`config.mk`:
```
export PLATFORM = sky130hd
export DESIGN_NAME = i2c_reg_bridge
export DESIGN_NICKNAME = d
export VERILOG_FILES = /design/src/rtl/i2cb_pkg.sv /design/src/rtl/i2cb_window.sv /design/src/rtl/i2cb_busctl.sv /design/src/rtl/i2cb_status.sv /design/src/rtl/i2c_reg_bridge.sv
export SDC_FILE = /design/constraint.sdc
export NUM_CORES = 1
export LEC_CHECK = 0
export ABC_CLOCK_PERIOD_IN_PS = 3300
export BUFFER_PORTS_ARGS = -buffer_cell sky130_fd_sc_hd__buf_2
export CELL_PAD_IN_SITES_DETAIL_PLACEMENT = 0
export CELL_PAD_IN_SITES_GLOBAL_PLACEMENT = 1
export CORE_UTILIZATION = 46
export DETAILED_ROUTE_END_ITERATION = 6
export PLACE_DENSITY = 0.9
export SLEW_MARGIN = 10
export SYNTH_ARGS = -nofsm -noshare
export SYNTH_HDL_FRONTEND = slang
export SYNTH_SLANG_ARGS = --single-unit
```
`constraint.sdc`:
```
create_clock -name clk -period 3.3 [get_ports clk]
set_clock_uncertainty 0.1 [all_clocks]
set_input_delay 0.165 -clock clk [delete_from_list [all_inputs] [get_ports clk]]
set_output_delay 0.165 -clock clk [all_outputs]
set_load 0.05 [all_outputs]
```
`src/rtl/i2cb_pkg.sv`:
```
package i2cb_pkg;
  localparam int DW = 32;
  localparam int PW = 8;
  localparam logic [PW-1:0] OFS_WADDR  = 8'h00;
  localparam logic [PW-1:0] OFS_WDATA  = 8'h04;
  localparam logic [PW-1:0] OFS_COMMIT = 8'h07;
  localparam logic [PW-1:0] OFS_RADDR  = 8'h10;
  localparam logic [PW-1:0] OFS_FETCH  = 8'h14;
  localparam int ST_RD = 0;
  localparam int ST_WR = 1;

  function automatic logic in_win(logic [PW-1:0] p, logic [PW-1:0] base);
    return p[PW-1:2] == base[PW-1:2];
  endfunction

  function automatic logic [DW-1:0] put_lane(logic [DW-1:0] w, logic [1:0] l, logic [7:0] b);
    logic [DW-1:0] r;
    r = w;
    r[{l, 3'b000} +: 8] = b;
    return r;
  endfunction

  function automatic logic [7:0] get_lane(logic [DW-1:0] w, logic [1:0] l);
    return w[{l, 3'b000} +: 8];
  endfunction

  function automatic logic [7:0] win_byte(logic [PW-1:0] p, logic [DW-1:0] wa, logic [DW-1:0] wd,
                                          logic [DW-1:0] ra, logic [DW-1:0] rd);
    if (in_win(p, OFS_WADDR)) return get_lane(wa, p[1:0]);
    if (in_win(p, OFS_WDATA)) return get_lane(wd, p[1:0]);
    if (in_win(p, OFS_RADDR)) return get_lane(ra, p[1:0]);
    if (in_win(p, OFS_FETCH)) return get_lane(rd, p[1:0]);
    return 8'h00;
  endfunction
endpackage

```
`src/rtl/i2cb_window.sv`:
```
module i2cb_window
  import i2cb_pkg::*;
(
  input  logic          clk,
  input  logic          rst_n,
  input  logic          ev_stop,
  input  logic          ev_restart,
  input  logic          rx_valid,
  input  logic          rx_first,
  input  logic [7:0]    rx_data,
  input  logic          rd_req,
  input  logic          rd_en,
  input  logic          wr_en,
  input  logic          busy,
  input  logic          done,
  input  logic [DW-1:0] done_rdata,
  output logic [7:0]    rd_data,
  output logic          rd_valid,
  output logic          fire_rd,
  output logic          fire_wr,
  output logic [DW-1:0] waddr,
  output logic [DW-1:0] wword,
  output logic [DW-1:0] raddr
);
  logic [PW-1:0] ptr;
  logic [DW-1:0] wa, wd, ra, rdat;
  logic          rd_pend;
  logic          wr_byte, rd_serve;

  assign wr_byte  = rx_valid & ~rx_first & ~busy;
  assign fire_wr  = wr_byte & (ptr == OFS_COMMIT) & wr_en;
  assign fire_rd  = rd_req & ~busy & (ptr == OFS_FETCH) & rd_en;
  assign rd_serve = rd_req & ~busy & ~fire_rd;
  assign waddr    = wa;
  assign raddr    = ra;
  assign wword    = {rx_data, wd[23:0]};

  always_ff @(posedge clk or negedge rst_n) begin
    if (!rst_n) begin
      ptr      <= '0;
      wa       <= '0;
      wd       <= '0;
      ra       <= '0;
      rdat     <= '0;
      rd_pend  <= 1'b0;
      rd_data  <= '0;
      rd_valid <= 1'b0;
    end else begin
      rd_valid <= 1'b0;
      if (rx_valid && rx_first) begin
        ptr <= rx_data;
      end else if (wr_byte) begin
        ptr <= ptr + 8'd1;
        if (in_win(ptr, OFS_WADDR)) wa <= put_lane(wa, ptr[1:0], rx_data);
        if (in_win(ptr, OFS_WDATA))
          wd <= (ptr == OFS_COMMIT) ? '0 : put_lane(wd, ptr[1:0], rx_data);
        if (in_win(ptr, OFS_RADDR)) ra <= put_lane(ra, ptr[1:0], rx_data);
      end else if (fire_rd) begin
        ptr     <= ptr + 8'd1;
        rd_pend <= 1'b1;
      end else if (rd_serve) begin
        rd_data  <= win_byte(ptr, wa, wd, ra, rdat);
        rd_valid <= 1'b1;
        ptr      <= ptr + 8'd1;
      end
      if (done && rd_pend) begin
        rdat     <= done_rdata;
        rd_data  <= done_rdata[7:0];
        rd_valid <= 1'b1;
        rd_pend  <= 1'b0;
      end
      if (ev_stop || ev_restart) wd <= '0;
    end
  end


  ptr_step_chk: assert property (@(posedge clk) disable iff (!rst_n)
    rd_serve |=> ptr == $past(ptr) + 8'd1);


  pend_busy_chk: assert property (@(posedge clk) disable iff (!rst_n)
    rd_pend |-> busy);
endmodule

```
`src/rtl/i2cb_busctl.sv`:
```
module i2cb_busctl
  import i2cb_pkg::*;
#(
  parameter int BUS_AW = 32
) (
  input  logic              clk,
  input  logic              rst_n,
  input  logic              fire_rd,
  input  logic              fire_wr,
  input  logic [DW-1:0]     waddr,
  input  logic [DW-1:0]     wword,
  input  logic [DW-1:0]     raddr,
  input  logic              bus_ack,
  output logic              bus_req,
  output logic              bus_we,
  output logic [BUS_AW-1:0] bus_addr,
  output logic [DW-1:0]     bus_wdata,
  output logic              busy,
  output logic              done,
  output logic              done_we
);
  assign busy    = bus_req;
  assign done    = bus_req & bus_ack;
  assign done_we = bus_we;

  always_ff @(posedge clk or negedge rst_n) begin
    if (!rst_n) begin
      bus_req   <= 1'b0;
      bus_we    <= 1'b0;
      bus_addr  <= '0;
      bus_wdata <= '0;
    end else if (bus_req) begin
      if (bus_ack) bus_req <= 1'b0;
    end else if (fire_wr) begin
      bus_req   <= 1'b1;
      bus_we    <= 1'b1;
      bus_addr  <= waddr[BUS_AW-1:0];
      bus_wdata <= wword;
    end else if (fire_rd) begin
      bus_req   <= 1'b1;
      bus_we    <= 1'b0;
      bus_addr  <= raddr[BUS_AW-1:0];
    end
  end


  req_hold_chk: assert property (@(posedge clk) disable iff (!rst_n)
    (bus_req && !bus_ack) |=> bus_req && $stable(bus_we) && $stable(bus_addr) && $stable(bus_wdata));
endmodule

```
`src/rtl/i2cb_status.sv`:
```
module i2cb_status
  import i2cb_pkg::*;
(
  input  logic       clk,
  input  logic       rst_n,
  input  logic       ev_start,
  input  logic       ev_stop,
  input  logic       done,
  input  logic       done_we,
  input  logic [1:0] host_clr,
  input  logic [1:0] irq_en,
  output logic [1:0] status,
  output logic       irq
);
  logic [1:0] seen, hit;

  always_comb begin
    hit = '0;
    if (done) hit[done_we ? ST_WR : ST_RD] = 1'b1;
  end

  assign irq = |(status & irq_en);

  always_ff @(posedge clk or negedge rst_n) begin
    if (!rst_n) begin
      seen   <= '0;
      status <= '0;
    end else begin
      seen   <= (ev_start || ev_stop) ? 2'b00 : (seen | hit);
      status <= (status & ~host_clr) | (ev_stop ? (seen | hit) : 2'b00);
    end
  end


  clr_rd_chk: assert property (@(posedge clk) disable iff (!rst_n)
    $fell(status[ST_RD]) |-> $past(host_clr[ST_RD]));


  clr_wr_chk: assert property (@(posedge clk) disable iff (!rst_n)
    $fell(status[ST_WR]) |-> $past(host_clr[ST_WR]));


  set_at_stop_chk: assert property (@(posedge clk) disable iff (!rst_n)
    ($rose(status[ST_RD]) || $rose(status[ST_WR])) |-> $past(ev_stop));
endmodule

```
`src/rtl/i2c_reg_bridge.sv`:
```
module i2c_reg_bridge
  import i2cb_pkg::*;
#(
  parameter int BUS_AW = 32
) (
  input  logic              clk,
  input  logic              rst_n,
  input  logic              ev_start,
  input  logic              ev_restart,
  input  logic              ev_stop,
  input  logic              rx_valid,
  input  logic              rx_first,
  input  logic [7:0]        rx_data,
  input  logic              rd_req,
  output logic [7:0]        rd_data,
  output logic              rd_valid,
  output logic              stall,
  input  logic              host_rd_en,
  input  logic              host_wr_en,
  input  logic [1:0]        host_irq_en,
  input  logic [1:0]        host_clr,
  output logic [1:0]        status,
  output logic              irq,
  output logic              bus_req,
  output logic              bus_we,
  output logic [BUS_AW-1:0] bus_addr,
  output logic [DW-1:0]     bus_wdata,
  input  logic              bus_ack,
  input  logic [DW-1:0]     bus_rdata
);
  logic          fire_rd, fire_wr, busy, done, done_we;
  logic [DW-1:0] waddr, wword, raddr;

  assign stall = busy;

  i2cb_window u_window (
    .clk, .rst_n, .ev_stop, .ev_restart, .rx_valid, .rx_first, .rx_data, .rd_req,
    .rd_en(host_rd_en), .wr_en(host_wr_en), .busy, .done, .done_rdata(bus_rdata),
    .rd_data, .rd_valid, .fire_rd, .fire_wr, .waddr, .wword, .raddr
  );

  i2cb_busctl #(.BUS_AW(BUS_AW)) u_busctl (
    .clk, .rst_n, .fire_rd, .fire_wr, .waddr, .wword, .raddr, .bus_ack,
    .bus_req, .bus_we, .bus_addr, .bus_wdata, .busy, .done, .done_we
  );

  i2cb_status u_status (
    .clk, .rst_n, .ev_start, .ev_stop, .done, .done_we, .host_clr,
    .irq_en(host_irq_en), .status, .irq
  );


  wr_gate_chk: assert property (@(posedge clk) disable iff (!rst_n)
    ($rose(bus_req) && bus_we) |-> $past(host_wr_en));


  rd_gate_chk: assert property (@(posedge clk) disable iff (!rst_n)
    ($rose(bus_req) && !bus_we) |-> $past(host_rd_en));
endmodule

```
### Word level (Yosys, flattened, before mapping)

Cells that the tools add are included.

| storage, ports and cells | value |
|---|---|
| word-level logic and storage cells | 145 |
| register bits after elaboration | 216 |
| output and inout bits | 79 |

| cells by class | value |
|---|---|
| bitwise gates (word level) | 18 |
| magnitude comparators | 2 |
| reduce and logical (&&, ||, !) cells | 20 |
| equality and inequality tests | 9 |
| mux-type cells | 74 |
| add/subtract/negate cells | 2 |
| shift operators | 6 |

Operators by type and width:

| operator | count |
|---|---|
| $mux W32 | 7 |
| $mux W8 | 17 |
| $shiftx A32 B6 Y8 | 4 |
| $bwmux W32 | 3 |
| $mux W1 | 43 |
| $ge A32 B1 Y1 const B | 1 |
| $lt A32 B3 Y1 const B | 1 |
| $shift A8 B7 Y32 const A | 1 |
| $shiftx A8 B7 Y32 | 1 |
| $eq A6 B3 Y1 const B | 2 |
| $reduce_and A3 Y1 | 4 |
| $reduce_bool A2 Y1 | 5 |
| $and A1 B1 Y1 | 9 |
| $add A8 B1 Y8 const B | 1 |
| $eq A8 B3 Y1 const B | 1 |
| $eq A8 B5 Y1 const B | 1 |
| $ne A2 B2 Y1 const B | 4 |
| $neg A5 Y7 | 1 |
| $eq A6 B1 Y1 const B | 1 |
| $logic_not A6 Y1 | 1 |
| $mux W2 | 3 |
| $and A2 B2 Y2 | 2 |
| $not A1 Y1 | 4 |
| $or A2 B2 Y2 | 2 |
| other kinds (8) | 12 |

### Longest topological paths before layout

Gate-level depths: netlist (run 1).

| depth | value |
|---|---|
| depth in word-level cells | 37 |
| gate-level depth with buffers | 11 |
| depth with buffers taken out | 6 |

### Cells and area by module

A second synthesis (run 1) with hierarchy kept.

| second synthesis, totals | value |
|---|---|
| cell total of the unflattened synthesis | 998 |
| area, all modules | 10322.4 um^2 |

By module, submodules not included:

| module | area each (um^2) | instances | cells each |
|---|---|---|---|
| i2cb_window | 7298.2 | 1 | 683 |
| i2cb_busctl | 2854.0 | 1 | 298 |
| i2cb_status | 170.2 | 1 | 17 |

### Worst setup path after synthesis (run 1)

Ideal clock, no wire load.

| path | value |
|---|---|
| kind | reg2reg |
| start point | reg u_window.ptr[1] |
| end point | reg u_window.wd[6] |
| stages on the path, launching flop included | 10 |
| buffers on the path | 4 |
| setup time | 0.133 ns |
| required time | 3.067 ns |
| arrival | 2.290 ns |
| path slack | 0.777 ns |
| cells stage by stage | dfrtp_1 buf_2 buf_1 inv_1 ha_1 clkbuf_1 or2_2 a41oi_1 clkbuf_1 o31ai_1 |

| between the ends | value |
|---|---|
| word-level cells in the longest chain between the ends | 8 |
| elaborated cells between the ends (all ways) | 10 |
| those cells by class | add/sub: 1; eq/ne: 1; shift: 2; mux: 6 |

RTL lines:

| element | RTL line | source |
|---|---|---|
| from (decl) | i2cb_window.sv:25 | `logic [PW-1:0] ptr;` |
| from (signal assigned) | i2cb_window.sv:51 | `ptr <= rx_data;` |
| from (signal assigned) | i2cb_window.sv:53 | `ptr <= ptr + 8'd1;` |
| from (signal assigned) | i2cb_window.sv:59 | `ptr <= ptr + 8'd1;` |
| $neg A5 Y7 | i2cb_pkg.sv:19 | `r[{l, 3'b000} +: 8] = b;` |
| $shiftx A8 B7 Y32 or $shift A8 B7 Y32 (tied branches) | i2cb_pkg.sv:19 |  |
| $bwmux W32 | i2cb_pkg.sv:19 |  |
| $mux W32 * | i2cb_window.sv:56 | `wd <= (ptr == OFS_COMMIT) ? '0 : put_lane(wd, ptr[1:0], rx_data);` |
| $mux W32 * | i2cb_window.sv:55 | `if (in_win(ptr, OFS_WDATA))` |
| $mux W32 * | i2cb_window.sv:52 | `end else if (wr_byte) begin` |
| $mux W32 * | i2cb_window.sv:50 | `if (rx_valid && rx_first) begin` |
| $mux W32 * | i2cb_window.sv:72 | `if (ev_stop \|\| ev_restart) wd <= '0;` |
| to (signal assigned) | i2cb_window.sv:56 |  |
| to (decl) | i2cb_window.sv:26 | `logic [DW-1:0] wa, wd, ra, rdat;` |

Every way passes the cells marked *; elsewhere a longest branch is shown, timed or not. The select of a mux whose other input is x is not followed.
A chain may end at the register's enable or synchronous reset.

### Worst setup path in the final report (run 1)

| path | value |
|---|---|
| start point | reg u_window.ptr[0] |
| end point | reg u_busctl.bus_addr[22] |

| between the ends | value |
|---|---|
| word-level cells in the longest chain between the ends | 5 |
| elaborated cells between the ends (all ways) | 9 |
| those cells by class | eq/ne: 2; mux: 1; bitwise: 4; reduce/logical: 2 |

RTL lines:

| element | RTL line | source |
|---|---|---|
| $eq A8 B3 Y1 or $eq A8 B5 Y1 (tied branches) | i2cb_window.sv:31, i2cb_window.sv:32 |  |
| $and A1 B1 Y1 (on tied branches) (2 in a row) | i2cb_window.sv:31, i2cb_window.sv:32 |  |
| $reduce_bool A2 Y1 (no source line) | n/a |  |
| $reduce_and A2 Y1 (no source line) | n/a |  |
| to (signal assigned) | i2cb_busctl.sv:37 | `bus_addr <= waddr[BUS_AW-1:0];` |
| to (signal assigned) | i2cb_busctl.sv:42 | `bus_addr <= raddr[BUS_AW-1:0];` |
| to (decl) | i2cb_busctl.sv:16 | `output logic [BUS_AW-1:0] bus_addr,` |

Parallel ways exist; a longest one is shown, timed or not.

==> impl_metrics.env, run 1 <==
export IMPL_area_growth_pct=23.98
export IMPL_cts_buffers=23
export IMPL_grt_antenna_before_repair=0
export IMPL_grt_pass1_wl_um=42500
export IMPL_vias=7452
export IMPL_gp_congestion=0.9152
export IMPL_cp_data_required_time_ns=3.63
export IMPL_post_route_util_pct=58.50
export IMPL_dieArea_um2=21470
export IMPL_avgSynthCellArea_um2=11.43
export IMPL_worst_pin_slew_ns=0.9421
export IMPL_grt_max_degree=94
export IMPL_grt_total_usage_pct=25.81
export IMPL_syn_inst=841
export IMPL_drtPass1Iterations=7
export IMPL_slew_viol_final=0
export IMPL_pwr_share_clk_pct=39.2
export IMPL_yosys_area_top_type_share_pct=56.25
export IMPL_synth_fa_ha_area_share_pct=0.6510
export IMPL_crit_path_cell_trace="inv_1 > ha_1 > and4b_1 > nand4_1 > and2_1 > buf_4 > a21oi_1"
export IMPL_netlist_top_cells_area="dfrtp_1 (56%), mux2_2 (7.5%), mux4_2 (7.5%)"
export IMPL_port_buffers=133
export IMPL_first_iter_violations=657
export IMPL_critPathMaxFanout=33
export IMPL_crit_path_start_kind="flip-flop"
export IMPL_die_w_um=146.5
export IMPL_cts_hold_buf=51
export IMPL_diodes=0
export IMPL_via_per_inst=5.724
export IMPL_cp_startpoint="u_window.ptr[0]"
export IMPL_synth_edf_count=0
export IMPL_seq_area_frac_synth_pct=56.25
export IMPL_routed_wirelength_um=26980
export IMPL_yosys_area_share_xor_xnor_pct=0.6380
export IMPL_synth_seq_cells=216
export IMPL_nNetsFinal=1076
export IMPL_p_leak_nw=5.649
export IMPL_die_y_um=146.5
export IMPL_clk_latency_ns=0.51
export IMPL_ff2ff_setup_slack_ns=0.69
export IMPL_yosys_most_used_dff="dfrtp_1"
export IMPL_rsz0062_at_grt="false"
export IMPL_cts_root_buffer="clkbuf_16"
export IMPL_clockBufferDepth=3
export IMPL_cts_max_level=1
export IMPL_synthArstFlopShare_pct=100.0
export IMPL_endpoint="u_busctl.bus_addr[22]"
export IMPL_grt_ovfl_total=0
export IMPL_synth_cell_types=46
export IMPL_synth_fp_nets=901
export IMPL_clock_sinks=216
export IMPL_switching_power_w=0.002143
export IMPL_drc_errors=0
export IMPL_synth_area_um2=9609
export IMPL_pwr_share_seq_pct=41.0
export IMPL_reg2regPathDepth=7
export IMPL_nFillCells=1642
export IMPL_total_power_w=0.007125
export IMPL_timing_rr_end="u_busctl.bus_addr[22]"
export IMPL_cts_tree="built"
export IMPL_maxSlewHeadroom_pct=36.96
export IMPL_final_layout_size_suffix_gt1_share_pct=30.62
export IMPL_synthSimpleGateAreaFrac_pct=11.42
export IMPL_arrival_ns=2.94
export IMPL_layout_common_cells="dfrtp_1 (215), buf_2 (132), nand2_1 (128)"
export IMPL_postRouteAntennaNets=0
export IMPL_finalSetupTns_ns=0
export IMPL_synth_top_family_by_area="multiplexers"
export IMPL_hp_class="in -> reg"
export IMPL_synth_largest_area_cell="dfrtp_1"
export IMPL_crit_slowest_cell="nand4_1"
export IMPL_switching_share_pct=30.08
export IMPL_comb_power_share_pct=19.9
export IMPL_muxShareOfSynthArea_pct=15.83
export IMPL_synth_compound_area_share_pct=11.20
export IMPL_cp_end_kind="flip-flop"
export IMPL_maxCapViolCount=0
export IMPL_io_pins=134
export IMPL_post_cts_buffers=0
export IMPL_final_common_cell="dfrtp_1"
export IMPL_wire_per_inst_um=20.72
export IMPL_coreArea_um2=20360
export IMPL_r2r_start="u_window.ptr[0]"
export IMPL_cpPeakStageDelay_ns=0.43
export IMPL_fin_crit_sh_pct=79.21
export IMPL_min_from="rd_req"
export IMPL_status="finished clean"
export IMPL_cts_resized=0
export IMPL_dp_hpwl_um=18550
export IMPL_placementRows=52
export IMPL_fmax_ghz=0.3826
export IMPL_power_density_nw_per_um2=598.0
export IMPL_ir_drop_uv=351.3
export IMPL_path_class="reg -> reg"
export IMPL_start_util_pct=47.19
export IMPL_finalSetupViolations=0
export IMPL_hold_violations=0
export IMPL_grt_pass1_vias=7565
export IMPL_period_needed_ns=2.614
export IMPL_yosysWarnings=0
export IMPL_clk_pin_slew_worst_paths_ns=0.06
export IMPL_intPower_w=0.004981
==> synthesized netlist by cell type, drive strengths merged, types with 12 or more instances <==
cell type,instances
mux4,32
nand2,128
a21oi,39
nor2,18
inv,41
mux2,64
o22ai,34
nand3,21
clkbuf,32
nand4,20
or2,12
dfrtp,216
buf,22
o21ai,86
==> power by group through the flow <==
stage | sequential (W) | clock [W] | combinational (W)
floorplan | 0.00325 | 0 | 0.000658
global placement | 0.00296 | 0 | 0.00134
detailed placement | 0.00296 | 0 | 0.00137
CTS | 0.00292 | 0.00282 | 0.00141
global route | 0.00294 | 0.00293 | 0.00151
finish | 0.00292 | 0.00279 | 0.00141
==> kinds of logic after synthesis <==
kind of cell	count (synthesis)
adders and majority gates	5
buffers and inverters	95
muxes	104
DFF	216
AOI/OAI and AO/OA	184
and+or+nand+nor	230
xor gates and xnor gates	7
==> flip-flops by register name, summed over array words and instances, names as in the netlist <==
| register | cells |
|---|---|
| u_busctl.bus_addr | 32 |
| u_busctl.bus_wdata | 32 |
| u_window.raddr | 32 |
| u_window.rdat | 32 |
| u_window.waddr | 32 |
| u_window.wd | 32 |
| u_window.ptr | 8 |
| u_window.rd_data | 8 |
| u_status.seen | 2 |
| u_status.status | 2 |
| u_busctl.bus_req | 1 |
| u_busctl.bus_we | 1 |
| u_window.rd_pend | 1 |
| u_window.rd_valid | 1 |
==> final cells by class <==
class | instances | area, um2 | share of cell area (%)
Clock buffer | 30 | 631.9 | 5.304
Clock inverter | 11 | 187.7 | 1.575
Inverter | 41 | 153.9 | 1.292
Multi-Input combinational cell | 530 | 3824 | 32.09
Sequential cell | 216 | 5406 | 45.38
Tap cell | 270 | 337.8 | 2.836
Timing Repair Buffer | 204 | 1373 | 11.52
==> critical path, delay by kind of cell (launching register included) <==
kind / cells / cell delay (ns)
compound gates: 1 / 0.20
buf+inv: 2 / 0.41
simple gates: 3 / 1.00
flops: 1 / 0.42
fa+ha+maj: 1 / 0.39
==> how the worst min path moves through the flow <==
stage,endpoint,slack [ns],cells past startpoint
after floorplan,u_busctl.bus_addr[0],-0.23,0
after global placement,u_busctl.bus_wdata[26],0.19,1
after detailed placement,u_window.waddr[18],0.20,1
after CTS,u_window.rd_valid,0.02,3
after global routing,u_window.rd_valid,0.04,3
final,u_window.rd_valid,0.03,3
==> metal layers <==
| metal | track usage (%) | vias to the layer above | wire length [um] |
|---|---|---|---|
| met5 | 0 | - | 0 |
| met4 | 11.41 | 0 | 1155 |
| met3 | 5.125 | 74 | 2294 |
| met2 | 40.40 | 338 | 12420 |
| met1 | 35.03 | 3678 | 11110 |
| li1 | - | 3362 | - |
==> metrics by stage <==
stage	setup slack (ns)	hold slack, ns	area [um2]	cells
2_1_floorplan	0.7770	-0.2306	9609	841
3_3_place_gp	0.7483	0.1896	10580	1210
3_5_place_dp	0.7129	0.1963	10580	1210
4_1_cts	0.6901	0.01680	11910	1302
5_1_grt	0.4399	0.04433	11910	1302
6_report	0.6862	0.03036	11910	1302
No activity file was read; power rests on OpenSTA's default activity.
==> run 2, diff against run 1 <==
--- a/config.mk
+++ b/config.mk
@@ -5,13 +5,13 @@
 export SDC_FILE = /design/constraint.sdc
 export NUM_CORES = 1
 export LEC_CHECK = 0
-export ABC_CLOCK_PERIOD_IN_PS = 3300
+export ABC_CLOCK_PERIOD_IN_PS = 2400
 export BUFFER_PORTS_ARGS = -buffer_cell sky130_fd_sc_hd__buf_2
 export CELL_PAD_IN_SITES_DETAIL_PLACEMENT = 0
 export CELL_PAD_IN_SITES_GLOBAL_PLACEMENT = 1
-export CORE_UTILIZATION = 46
+export CORE_UTILIZATION = 41
 export DETAILED_ROUTE_END_ITERATION = 6
-export PLACE_DENSITY = 0.9
+export PLACE_DENSITY = 0.85
 export SLEW_MARGIN = 10
 export SYNTH_ARGS = -nofsm -noshare
 export SYNTH_HDL_FRONTEND = slang
==> constraint.sdc (replaced) <==
create_clock -name clk -period 2.4 [get_ports clk]
set_clock_uncertainty 0.1 [all_clocks]
set_input_delay 0.12 -clock clk [delete_from_list [all_inputs] [get_ports clk]]
set_output_delay 0.12 -clock clk [all_outputs]
set_load 0.05 [all_outputs]
==> run 2 against run 1 <==
Core utilization shrank 5.4 points. Critical path depth grew 1. Clock-buffer cell count is the same. Sequential share of layout area fell by 0.68 points. Critical endpoint is now u_busctl.bus_addr[16]. Largest power group unchanged. Highest routed layer unchanged.
==> impl_metrics.env, run 2 (synthesized netlist as in run 1, its figures left out) <==
export IMPL_die_y_um=155.1
export IMPL_drc_errors=0
export IMPL_power_density_nw_per_um2=783.2
export IMPL_arrival_ns=2.50
export IMPL_nFillCells=1979
export IMPL_die_w_um=155.1
export IMPL_ff2ff_setup_slack_ns=0.23
export IMPL_area_growth_pct=25.87
export IMPL_ir_drop_uv=502.2
export IMPL_io_pins=134
export IMPL_crit_path_start_kind="flip-flop"
export IMPL_nNetsFinal=1100
export IMPL_fin_crit_sh_pct=90.55
export IMPL_hp_class="in -> reg"
export IMPL_p_leak_nw=5.731
export IMPL_path_buf_inv=3
export IMPL_dp_hpwl_um=19300
export IMPL_finalSetupTns_ns=0
export IMPL_clockBufferDepth=3
export IMPL_fmax_ghz=0.4601
export IMPL_cp_data_required_time_ns=2.72
export IMPL_finalSetupViolations=0
export IMPL_status="finished clean"
export IMPL_layout_common_cells="dfrtp_1 (215), buf_2 (132), nand2_1 (128)"
export IMPL_crit_path_cell_trace="inv_1 > ha_1 > and4b_1 > nand4_1 > buf_12 > and2_1 > buf_4 > a21oi_1"
export IMPL_postRouteAntennaNets=0
export IMPL_start_util_pct=42.19
export IMPL_cts_tree="built"
export IMPL_grt_pass1_vias=7374
export IMPL_grt_pass1_wl_um=42200
export IMPL_gp_congestion=0.9455
export IMPL_post_cts_buffers=0
export IMPL_grt_ovfl_total=0
export IMPL_crit_slowest_cell="dfrtp_2"
export IMPL_maxCapViolCount=0
export IMPL_cp_end_kind="flip-flop"
export IMPL_post_route_util_pct=53.10
export IMPL_coreArea_um2=22780
export IMPL_grt_max_degree=75
export IMPL_rsz0062_at_grt="false"
export IMPL_hold_violations=0
export IMPL_cts_max_level=1
export IMPL_slew_viol_final=0
export IMPL_first_iter_violations=787
export IMPL_routed_wirelength_um=27270
export IMPL_period_needed_ns=2.173
export IMPL_final_layout_size_suffix_gt1_share_pct=32.01
export IMPL_drtPass1Iterations=5
export IMPL_cts_root_buffer="clkbuf_16"
export IMPL_placementRows=55
export IMPL_critPathMaxFanout=42
export IMPL_clk_pin_slew_worst_paths_ns=0.06
export IMPL_vias=7457
export IMPL_critPathTopFamily="buffers and inverters"
export IMPL_path_class="reg -> reg"
export IMPL_total_power_w=0.009473
export IMPL_grt_total_usage_pct=23.08
export IMPL_port_buffers=133
export IMPL_maxSlewHeadroom_pct=60.56
export IMPL_grt_antenna_before_repair=0
export IMPL_wire_per_inst_um=19.92
export IMPL_diodes=0
export IMPL_cpPeakStageDelay_ns=0.44
export IMPL_worst_pin_slew_ns=0.5902
export IMPL_dieArea_um2=24050
export IMPL_via_per_inst=5.447
export IMPL_final_common_cell="dfrtp_1"
export IMPL_cts_buffers=23
export IMPL_clk_latency_ns=0.52
export IMPL_clock_sinks=216
## run 2: cell count changes in the layout (fill, tap and decap cells not counted)
cell | previous run | this run
buf_4 | 17 | 36
bufinv_16 | 5 | 1
buf_12 | 3 | 6
clkinv_2 | 3 | 5
clkinvlp_4 | 3 | 5
dlygate4sd3_1 | 51 | 53
## run 2: where the power goes
group / leakage, nW / internal (W) / total, W / switching, W
Sequential: 2.81 / 0.00383 / 0.00400 / 0.000164
Clock: 0.344 / 0.00197 / 0.00341 / 0.00145
Combinational: 2.57 / 0.000693 / 0.00206 / 0.00137
## run 2: layout make-up
| type | count | area, um2 | share of cell area (%) |
|---|---|---|---|
| sequential | 216 | 5406 | 44.70 |
| multi-input combinational | 530 | 3824 | 31.61 |
| timing repair buffer | 228 | 1595 | 13.19 |
| clock inverter | 11 | 92.59 | 0.7655 |
| clock buffer | 30 | 631.9 | 5.224 |
| inverter | 41 | 153.9 | 1.272 |
| tap | 313 | 391.6 | 3.238 |
## run 2: path summary, 6_finish.rpt
check                                start                    end  cells after the start
setup / recovery           u_window.ptr[0]  u_busctl.bus_addr[16]                      8
hold reg to reg            u_window.wd[31]        u_window.wd[31]                      1
setup reg to reg           u_window.ptr[0]  u_busctl.bus_addr[16]                      8
max in group asynchronous            rst_n      u_window.rd_valid                      3
hold / removal                    rx_first       u_window.rd_pend                      4
min in group asynchronous            rst_n  u_busctl.bus_addr[20]                      2
## run 2: repair_timing
item                                   4_1_cts  5_1_grt
endpoints found under the hold margin      251        0
hold buffers                                53        0
resized for setup                            0        0
## run 2: tightest hold or removal path: cells and delay by family
| kind | cells | cell delay (ns) |
|---|---|---|
| AND/OR/NAND/NOR | 2 | 0.24 |
| buffers and inverters | 1 | 0.11 |
| AO/OA/AOI/OAI | 1 | 0.13 |
## run 2: metal layers
metal  share of wire (%)  up-vias  track usage, %
met5                   0        -               0
met4                 3.1        0           7.402
met3                 7.7       64           4.206
met2                  47      315           36.85
met1                  42     3684           32.00
li1                    -     3394               -
## run 2: through the flow
| stage | std cells | setup slack (ns) | hold WS (ns) | cell area, um2 |
|---|---|---|---|---|
| floorplan | 841 | 0.03452 | -0.2756 | 9610 |
| global placement | 1275 | 0.3111 | 0.04015 | 10840 |
| detailed placement | 1275 | 0.2385 | 0.04631 | 10840 |
| CTS | 1369 | 0.2475 | 0.01171 | 12100 |
| global route | 1369 | 0.1235 | 0.08414 | 12100 |
| finish | 1369 | 0.2267 | 0.02712 | 12100 |
